**config.mk**
```make
export PLATFORM = sky130hd
export DESIGN_NAME = chardisp_ctrl
export DESIGN_NICKNAME = d
export VERILOG_FILES = /design/src/rtl/chardisp_pkg.sv /design/src/rtl/chardisp_decode.sv /design/src/rtl/chardisp_strobe.sv /design/src/rtl/chardisp_init.sv /design/src/rtl/chardisp_state.sv /design/src/rtl/chardisp_ctrl.sv
export SDC_FILE = /design/constraint.sdc
export NUM_CORES = 1
export LEC_CHECK = 0
export ABC_AREA = 1
export BUFFER_PORTS_ARGS = -buffer_cell sky130_fd_sc_hd__buf_2
export CAP_MARGIN = 20
export CELL_PAD_IN_SITES_DETAIL_PLACEMENT = 1
export CELL_PAD_IN_SITES_GLOBAL_PLACEMENT = 2
export CORE_UTILIZATION = 35
export CTS_BUF_LIST = sky130_fd_sc_hd__clkbuf_8
export CTS_CLUSTER_SIZE = 25
export DETAILED_ROUTE_END_ITERATION = 16
export PLACE_DENSITY = 0.83
export SLEW_MARGIN = 20
export SYNTH_ARGS = -nofsm -noshare
export SYNTH_HDL_FRONTEND = slang
export SYNTH_SLANG_ARGS = --single-unit
```
**constraint.sdc**
```tcl
create_clock -name clk -period 6.5 [get_ports clk]
set_input_delay 0.65 -clock clk [delete_from_list [all_inputs] [get_ports clk]]
set_output_delay 0.65 -clock clk [all_outputs]
set_load 0.02 [all_outputs]
```
**src/rtl/chardisp_pkg.sv**
```systemverilog
// Package: shared types and constants for the character display decoder.
// Assumes an 8-bit host bus and a 7-bit address counter.
package chardisp_pkg;

    localparam int DATA_W = 8;
    localparam int ADDR_W = 7;
    localparam logic [DATA_W-1:0] SPACE_CODE = 8'h20;
    localparam int INIT_LEN = 4;

    // Instruction class, picked by the highest set bit of the byte
    typedef enum logic [3:0] {
        OP_NONE,
        OP_CLEAR,
        OP_HOME,
        OP_ENTRY,
        OP_DCTRL,
        OP_SHIFT,
        OP_FUNC,
        OP_GLYPH,
        OP_SETADDR
    } op_e;

    // One write as seen by the state logic
    typedef struct packed {
        logic              rs;
        logic [DATA_W-1:0] data;
    } cmd_t;

    // Power-up instruction list, applied in index order
    function automatic logic [DATA_W-1:0] init_byte(input logic [1:0] idx);
        case (idx)
            2'd0:    return 8'h01;
            2'd1:    return 8'h30;
            2'd2:    return 8'h08;
            default: return 8'h06;
        endcase
    endfunction

endpackage

```
**src/rtl/chardisp_decode.sv**
```systemverilog
// Module: classifies an instruction byte by its highest set bit.
// Assumes nothing about timing; purely combinational.
module chardisp_decode
    import chardisp_pkg::*;
(
    input  logic [DATA_W-1:0] instr,
    output op_e               op
);
    localparam int POS_W = $clog2(DATA_W);

    logic             found;
    logic [POS_W-1:0] lead;

    // Find the highest set bit; a later hit overrides a lower one
    always_comb begin
        found = 1'b0;
        lead  = '0;
        for (int i = 0; i < DATA_W; i++) begin
            if (instr[i]) begin
                found = 1'b1;
                lead  = POS_W'(i);
            end
        end
    end

    // Map leading-one position to an instruction class
    always_comb begin
        if (!found) begin
            op = OP_NONE;
        end else begin
            case (lead)
                3'd0:    op = OP_CLEAR;
                3'd1:    op = OP_HOME;
                3'd2:    op = OP_ENTRY;
                3'd3:    op = OP_DCTRL;
                3'd4:    op = OP_SHIFT;
                3'd5:    op = OP_FUNC;
                3'd6:    op = OP_GLYPH;
                default: op = OP_SETADDR;
            endcase
        end
    end

    // a nonzero byte always maps to some class
    always_comb begin
        if (instr != '0) begin
            nonzero_class_chk: assert (op != OP_NONE);
        end
    end

endmodule

```
**src/rtl/chardisp_strobe.sv**
```systemverilog
// Module: detects the falling enable edge, qualifies writes, and runs
// the busy timer. Assumes bus inputs are synchronous to clk.
module chardisp_strobe #(
    parameter int BUSY_CYCLES = 4
) (
    input  logic clk,
    input  logic rst_n,
    input  logic bus_e,
    input  logic bus_rw,
    input  logic hold_busy,
    output logic wr_valid,
    output logic busy
);
    localparam int CNT_W = $clog2(BUSY_CYCLES + 1);

    logic             e_q;
    logic [CNT_W-1:0] cnt;
    logic             fall;

    // Edge qualification and busy combination
    always_comb begin
        fall     = e_q & ~bus_e;
        busy     = hold_busy | (cnt != '0);
        wr_valid = fall & ~bus_rw & ~busy;
    end

    // Delayed enable for edge detection
    always_ff @(posedge clk) begin
        if (!rst_n) e_q <= 1'b0;
        else        e_q <= bus_e;
    end

    // Busy timer: reload on an accepted write, count down to zero
    always_ff @(posedge clk) begin
        if (!rst_n)              cnt <= '0;
        else if (wr_valid)       cnt <= CNT_W'(BUSY_CYCLES);
        else if (cnt != '0)      cnt <= cnt - 1'b1;
    end


    busy_after_write_chk: assert property (@(posedge clk) disable iff (!rst_n)
        wr_valid |=> busy);


    no_back_to_back_chk: assert property (@(posedge clk) disable iff (!rst_n)
        wr_valid |=> !wr_valid);

endmodule

```
**src/rtl/chardisp_init.sv**
```systemverilog
// Module: power-up sequencer that replays a fixed instruction list
// once after reset. Assumes the consumer accepts one command per cycle.
module chardisp_init
    import chardisp_pkg::*;
(
    input  logic clk,
    input  logic rst_n,
    output logic run,
    output cmd_t cmd
);
    localparam int IDX_W = $clog2(INIT_LEN);
    localparam logic [IDX_W-1:0] LAST = IDX_W'(INIT_LEN - 1);

    logic [IDX_W-1:0] idx;

    // Step through the list, stop after the last entry
    always_ff @(posedge clk) begin
        if (!rst_n) begin
            run <= 1'b1;
            idx <= '0;
        end else if (run) begin
            idx <= idx + 1'b1;
            if (idx == LAST) run <= 1'b0;
        end
    end

    // Present the current list entry as an instruction write
    always_comb begin
        cmd.rs   = 1'b0;
        cmd.data = init_byte(idx);
    end


    init_ends_on_last_chk: assert property (@(posedge clk) disable iff (!rst_n)
        (run && idx != LAST) |=> run);


    init_stays_done_chk: assert property (@(posedge clk) disable iff (!rst_n)
        !run |=> !run);

endmodule

```
**src/rtl/chardisp_state.sv**
```systemverilog
// Module: address counter, mode bits and the character buffer.
// Assumes one qualified command per cycle; op is the decoded class
// of cmd.data and is only used when cmd.rs is 0.
module chardisp_state
    import chardisp_pkg::*;
#(
    parameter int CELLS = 32
) (
    input  logic              clk,
    input  logic              rst_n,
    input  logic              cmd_valid,
    input  cmd_t              cmd,
    input  op_e               op,
    output logic [ADDR_W-1:0] addr,
    output logic [DATA_W-1:0] cell_q,
    output logic              disp_on,
    output logic              cursor_on,
    output logic              blink_on,
    output logic              entry_inc,
    output logic              entry_shift,
    output logic              shift_disp,
    output logic              shift_right
);
    localparam int IDX_W = $clog2(CELLS);
    localparam logic [IDX_W-1:0] LAST_IDX = IDX_W'(CELLS - 1);

    logic [DATA_W-1:0] cells [CELLS];
    logic [IDX_W-1:0]  cur_idx;
    logic [6:0]        mode_bits;

    // Cyclic step of the cell index, widened back to the counter
    function automatic logic [ADDR_W-1:0] step(input logic [IDX_W-1:0] i, input logic up);
        logic [IDX_W-1:0] n;
        if (up) n = (i == LAST_IDX) ? '0 : i + 1'b1;
        else    n = (i == '0) ? LAST_IDX : i - 1'b1;
        return ADDR_W'(n);
    endfunction

    // Current cell index, read data and mode bundle
    always_comb begin
        cur_idx   = addr[IDX_W-1:0];
        cell_q    = cells[cur_idx];
        mode_bits = {disp_on, cursor_on, blink_on, entry_inc,
                     entry_shift, shift_disp, shift_right};
    end

    // Address counter and mode bits
    always_ff @(posedge clk) begin
        if (!rst_n) begin
            addr        <= '0;
            disp_on     <= 1'b0;
            cursor_on   <= 1'b0;
            blink_on    <= 1'b0;
            entry_inc   <= 1'b0;
            entry_shift <= 1'b0;
            shift_disp  <= 1'b0;
            shift_right <= 1'b0;
        end else if (cmd_valid) begin
            if (cmd.rs) begin
                addr <= step(cur_idx, entry_inc);
            end else begin
                case (op)
                    OP_HOME: addr <= '0;
                    OP_ENTRY: begin
                        entry_inc   <= cmd.data[1];
                        entry_shift <= cmd.data[0];
                    end
                    OP_DCTRL: begin
                        disp_on   <= cmd.data[2];
                        cursor_on <= cmd.data[1];
                        blink_on  <= cmd.data[0];
                    end
                    OP_SHIFT: begin
                        shift_disp  <= cmd.data[3];
                        shift_right <= cmd.data[2];
                        if (!cmd.data[3]) addr <= step(cur_idx, cmd.data[2]);
                    end
                    OP_SETADDR: addr <= cmd.data[ADDR_W-1:0];
                    default: ;
                endcase
            end
        end
    end

    // Character buffer: indexed store or fill with spaces
    always_ff @(posedge clk) begin
        if (rst_n && cmd_valid) begin
            if (cmd.rs) begin
                cells[cur_idx] <= cmd.data;
            end else if (op == OP_CLEAR) begin
                for (int c = 0; c < CELLS; c++) cells[c] <= SPACE_CODE;
            end
        end
    end


    idle_holds_addr_chk: assert property (@(posedge clk) disable iff (!rst_n)
        !cmd_valid |=> ($stable(addr) && $stable(mode_bits)));


    ignored_class_chk: assert property (@(posedge clk) disable iff (!rst_n)
        (cmd_valid && !cmd.rs && (op == OP_NONE || op == OP_FUNC || op == OP_GLYPH))
        |=> ($stable(addr) && $stable(mode_bits)));


    clear_keeps_addr_chk: assert property (@(posedge clk) disable iff (!rst_n)
        (cmd_valid && !cmd.rs && op == OP_CLEAR) |=> $stable(addr));


    load_addr_chk: assert property (@(posedge clk) disable iff (!rst_n)
        (cmd_valid && !cmd.rs && op == OP_SETADDR) |=> addr == $past(cmd.data[ADDR_W-1:0]));


    wrap_up_chk: assert property (@(posedge clk) disable iff (!rst_n)
        (cmd_valid && cmd.rs && entry_inc && cur_idx == LAST_IDX) |=> addr == '0);

endmodule

```
**src/rtl/chardisp_ctrl.sv**
```systemverilog
// Module: top of the character display command decoder. Muxes the
// power-up sequencer and the host bus into one command path and
// drives the read bus. Assumes bus inputs are synchronous to clk.
module chardisp_ctrl
    import chardisp_pkg::*;
#(
    parameter int BUSY_CYCLES = 4,
    parameter int CELLS       = 32
) (
    input  logic              clk,
    input  logic              rst_n,
    input  logic              bus_e,
    input  logic              bus_rs,
    input  logic              bus_rw,
    input  logic [DATA_W-1:0] bus_din,
    output logic [DATA_W-1:0] bus_dout,
    output logic              disp_on,
    output logic              cursor_on,
    output logic              blink_on,
    output logic              entry_inc,
    output logic              entry_shift,
    output logic              shift_disp,
    output logic              shift_right
);
    logic              init_run;
    cmd_t              init_cmd;
    logic              wr_valid;
    logic              busy;
    logic              cmd_valid;
    cmd_t              cmd;
    op_e               op;
    logic [ADDR_W-1:0] addr;
    logic [DATA_W-1:0] cell_q;

    chardisp_init u_init (
        .clk   (clk),
        .rst_n (rst_n),
        .run   (init_run),
        .cmd   (init_cmd)
    );

    chardisp_strobe #(.BUSY_CYCLES(BUSY_CYCLES)) u_strobe (
        .clk       (clk),
        .rst_n     (rst_n),
        .bus_e     (bus_e),
        .bus_rw    (bus_rw),
        .hold_busy (init_run),
        .wr_valid  (wr_valid),
        .busy      (busy)
    );

    // Command source select: sequencer first, host otherwise
    always_comb begin
        cmd_valid = rst_n & (init_run | wr_valid);
        if (init_run) begin
            cmd = init_cmd;
        end else begin
            cmd.rs   = bus_rs;
            cmd.data = bus_din;
        end
    end

    chardisp_decode u_decode (
        .instr (cmd.data),
        .op    (op)
    );

    chardisp_state #(.CELLS(CELLS)) u_state (
        .clk         (clk),
        .rst_n       (rst_n),
        .cmd_valid   (cmd_valid),
        .cmd         (cmd),
        .op          (op),
        .addr        (addr),
        .cell_q      (cell_q),
        .disp_on     (disp_on),
        .cursor_on   (cursor_on),
        .blink_on    (blink_on),
        .entry_inc   (entry_inc),
        .entry_shift (entry_shift),
        .shift_disp  (shift_disp),
        .shift_right (shift_right)
    );

    // Read bus: status or character under the counter
    always_comb begin
        if (bus_e && bus_rw) bus_dout = bus_rs ? cell_q : {busy, addr};
        else                 bus_dout = '0;
    end


    init_reads_busy_chk: assert property (@(posedge clk) disable iff (!rst_n)
        (init_run && bus_e && bus_rw && !bus_rs) |-> bus_dout[DATA_W-1]);


    idle_bus_low_chk: assert property (@(posedge clk) disable iff (!rst_n)
        !bus_e |-> bus_dout == '0);

endmodule

```
==> run summary <==
CP Cell Sequence: clkinv_2 > buf_4 > o21ai_0 > o22ai_1 > o21ai_0 > nor2_1 > o21ai_0 > a31oi_1 > buf_2
Area contributors post-synth: dfxtp_1 (43%), nand2_1 (17%), a21oi_1 (9.2%), o21ai_0 (7.4%), nor2_1 (6.7%)
Post-Syn Area per Cell: 6.81 um2
Synth cell types: 35
ANT nets after route: 0
met2 wire len: 23000 um
CTS max path bufs: 3
Via Count: 13458
antenna diode count: 0
first-pass detailed-route iteration total: 5
dpl ws: 2.61 ns
Sink Count: 282
Filler cells: 4764
Rel. slew slack: 0.332
global-route wire length before repair: 76700 um
final WL: 49800 um
min Tclk post-route: 4.53 ns
clock skew: 0.0287 ns
total track usage: 0.258
share of the yosys chip area belonging to registers: 0.428
synthesized area: 13200 um2
Core Region: 36900 um2
Period Utilization, post-route: 0.697
area leader, netlist: dfxtp_1
CP arrival: 3.88 ns
Cell Rows: 70
Fin. Hold Viols: 0
Die H: 196 um
Post-synth EDFFs: 0
CTS Hold Bufs: 0
IO Count: 28
Gate power share: 0.368
highest metal used: met4
share of cells above drive strength 1: 0.0783
Setup TNS: 0 ns
RePlAce Congestion: 0.813
Fmax achieved: 221 MHz
CP max-delay cell: dfxtp_4
number of port buffers: 27
clock transition at the registers of the reported paths: 0.07 ns
total CTS buffers: 53
clock share of power: 0.299
die area: 38500 um2
Setup crit end kind: output port
Yosys warning total: 0
Peak VDD IR: 0.239 mV
final setup fails: 0
initial antenna violation count: 0
most frequent cell after synthesis: nand2_1
Internal: 3560 uW
async set-reset flop share out of synthesis: 0
most used cell, CP: o21ai_0
worst-skew pair later-pin latency: 0.64 ns
Top FF cell, synth: dfxtp_1
Critical Path Start Type: flip-flop
Critical Path Max Stage Delay: 0.68 ns
initial core utilization: 0.358
Critical Path RT: 5.85 ns
Setup Crit Path Kind: reg -> out
Leakage: 0.00570 uW
CTS root buffer: clkbuf_8
Setup Fix Bufs, Post-CTS: 0
Seq cells post-synth: 282
Syn-to-layout area delta: 11.3%
total power: 6300 uW
crit path buf inv count: 3
routed vias/inst: 5.47
initial DRC count: 805
PD cells: 429 nW/um2
routed length per instance: 20.3 um
grt ovf: 0
Switch Pwr: 2740 uW
top cell type's share of synthesized area: 0.428
Routed met3 length: 2180 um
post-cts gate resize count: 0
WL met1: 23100 um
post-layout net count: 1948
final worst slack: 1.97 ns
critical path peak fanout: 49
TritonCTS clock tree: done
CTS HTree Levels: 2
DP HPWL: 30300 um
Slew Viols, Final: 0
sequential power share: 0.333
Slew @ Worst Pin: 1.00 ns
Die W: 196 um
synth cell count leaders: nand2_1 (582), dfxtp_1 (282), a21oi_1 (243)
status: completed
Max-Cap Viols: 0
Post-route DRC: 0
Sw Share: 0.435
min-delay worst type: in -> reg
Post-Syn Instances: 1936
unrepaired setup endpoints after global routing: false
vias in the first global route: 13370
CP top delay family: buffers and inverters
Syn Nets: 1968
pin count of the biggest net entering global routing: 154
[registers in the layout, summed over array words and instances (netlist names), named ones only]
name	count
u_init.idx	2
u_init.run	1
u_state.addr	7
u_state.blink_on	1
u_state.cells	256
u_state.cursor_on	1
u_state.disp_on	1
u_state.entry_inc	1
u_state.entry_shift	1
u_state.shift_disp	1
u_state.shift_right	1
u_strobe.cnt	3
u_strobe.e_q	1
[worst register-to-register path, delay by kind of cell (launching register included)]
family / cells / cell delay, ns
buffers and inverters: 4 / 1.49
AND/OR/NAND/NOR: 10 / 1.32
flip-flops: 1 / 0.50
AO/OA/AOI/OAI: 2 / 0.24
adder cells (fa/ha/maj): 1 / 0.23
[metal layers]
metal | vias up | GRT usage
met1 | 6643 | 0.344
met3 | 97 | 0.0334
met5 | - | 0
li1 | 6413 | -
met2 | 305 | 0.426
met4 | 0 | 0.0969
[worst paths after layout]
check / startpoint / to / slack (ns) / cells past startpoint
worst max-delay path: flip-flop / bus_dout[4] / 1.97 / 9
worst min-delay path: bus_e / u_strobe.e_q$_SDFF_PN0_ / 0.23 / 3
worst max register to register: u_init.run$_SDFF_PN1_ / u_state.cells[8][6]$_SDFFE_PP0P_ / 2.54 / 17
worst min register to register: u_state.cells[30][3]$_SDFFE_PP0P_ / u_state.cells[30][3]$_SDFFE_PP0P_ / 0.46 / 2
[final cells by class]
class	count	area, um2	share of cell area
flip-flops and latches	282	5650	0.385
repair buffers	43	268	0.0182
multi-input cells	1469	6760	0.460
clock buffers	64	881	0.0600
well taps	504	631	0.0429
inverters	67	253	0.0172
clock inverters	30	245	0.0167
[stage by stage]
| step | area, um2 | std cells | hold slack (ns) | util |
|---|---|---|---|---|
| detailed placement | 13600 | 2365 | 0.452 | 0.368 |
| global route | 14700 | 2459 | 0.225 | 0.398 |
| finish | 14700 | 2459 | 0.227 | 0.398 |
| global placement | 13600 | 2365 | 0.449 | 0.368 |
| floorplan | 13200 | 1936 | 0.441 | - |
| CTS | 14700 | 2459 | 0.177 | 0.398 |
[power by group through the flow]
stage / sequential [uW] / clock [uW] / combinational, uW
2_1_floorplan: 2000 / 0 / 1660
3_3_place_gp: 2120 / 0 / 2250
3_5_place_dp: 2130 / 0 / 2290
4_1_cts: 2090 / 1930 / 2300
5_1_grt: 2120 / 1990 / 2540
6_report: 2100 / 1880 / 2320
[cells by family (layout without fill, tap and decap cells)]
group           count (synthesis)  in the layout  synth area share
flops                         282            282             0.428
buf+inv                       185            204            0.0598
compound gates                557            557             0.228
xor+xnor                        1              1          0.000664
fa+ha+maj                      19             19            0.0180
simple gates                  892            892             0.266
[cells in the final DEF, fill, tap and decap left out, drive strengths merged]
cell type / n
ha: 19
xor2: 1
a21oi: 244
o211ai: 40
a31oi: 5
nor3: 5
o22ai: 66
dfxtp: 282
o31ai: 1
buf: 43
clkinv: 12
nand2: 589
inv: 78
nand3: 48
nand4: 8
clkinvlp: 3
or2: 1
a211oi: 2
bufinv: 4
o21ai: 195
a21boi: 1
o221ai: 3
clkbuf: 64
nand3b: 1
nor2: 240
Note: power is estimated with default switching activity, not from simulation.
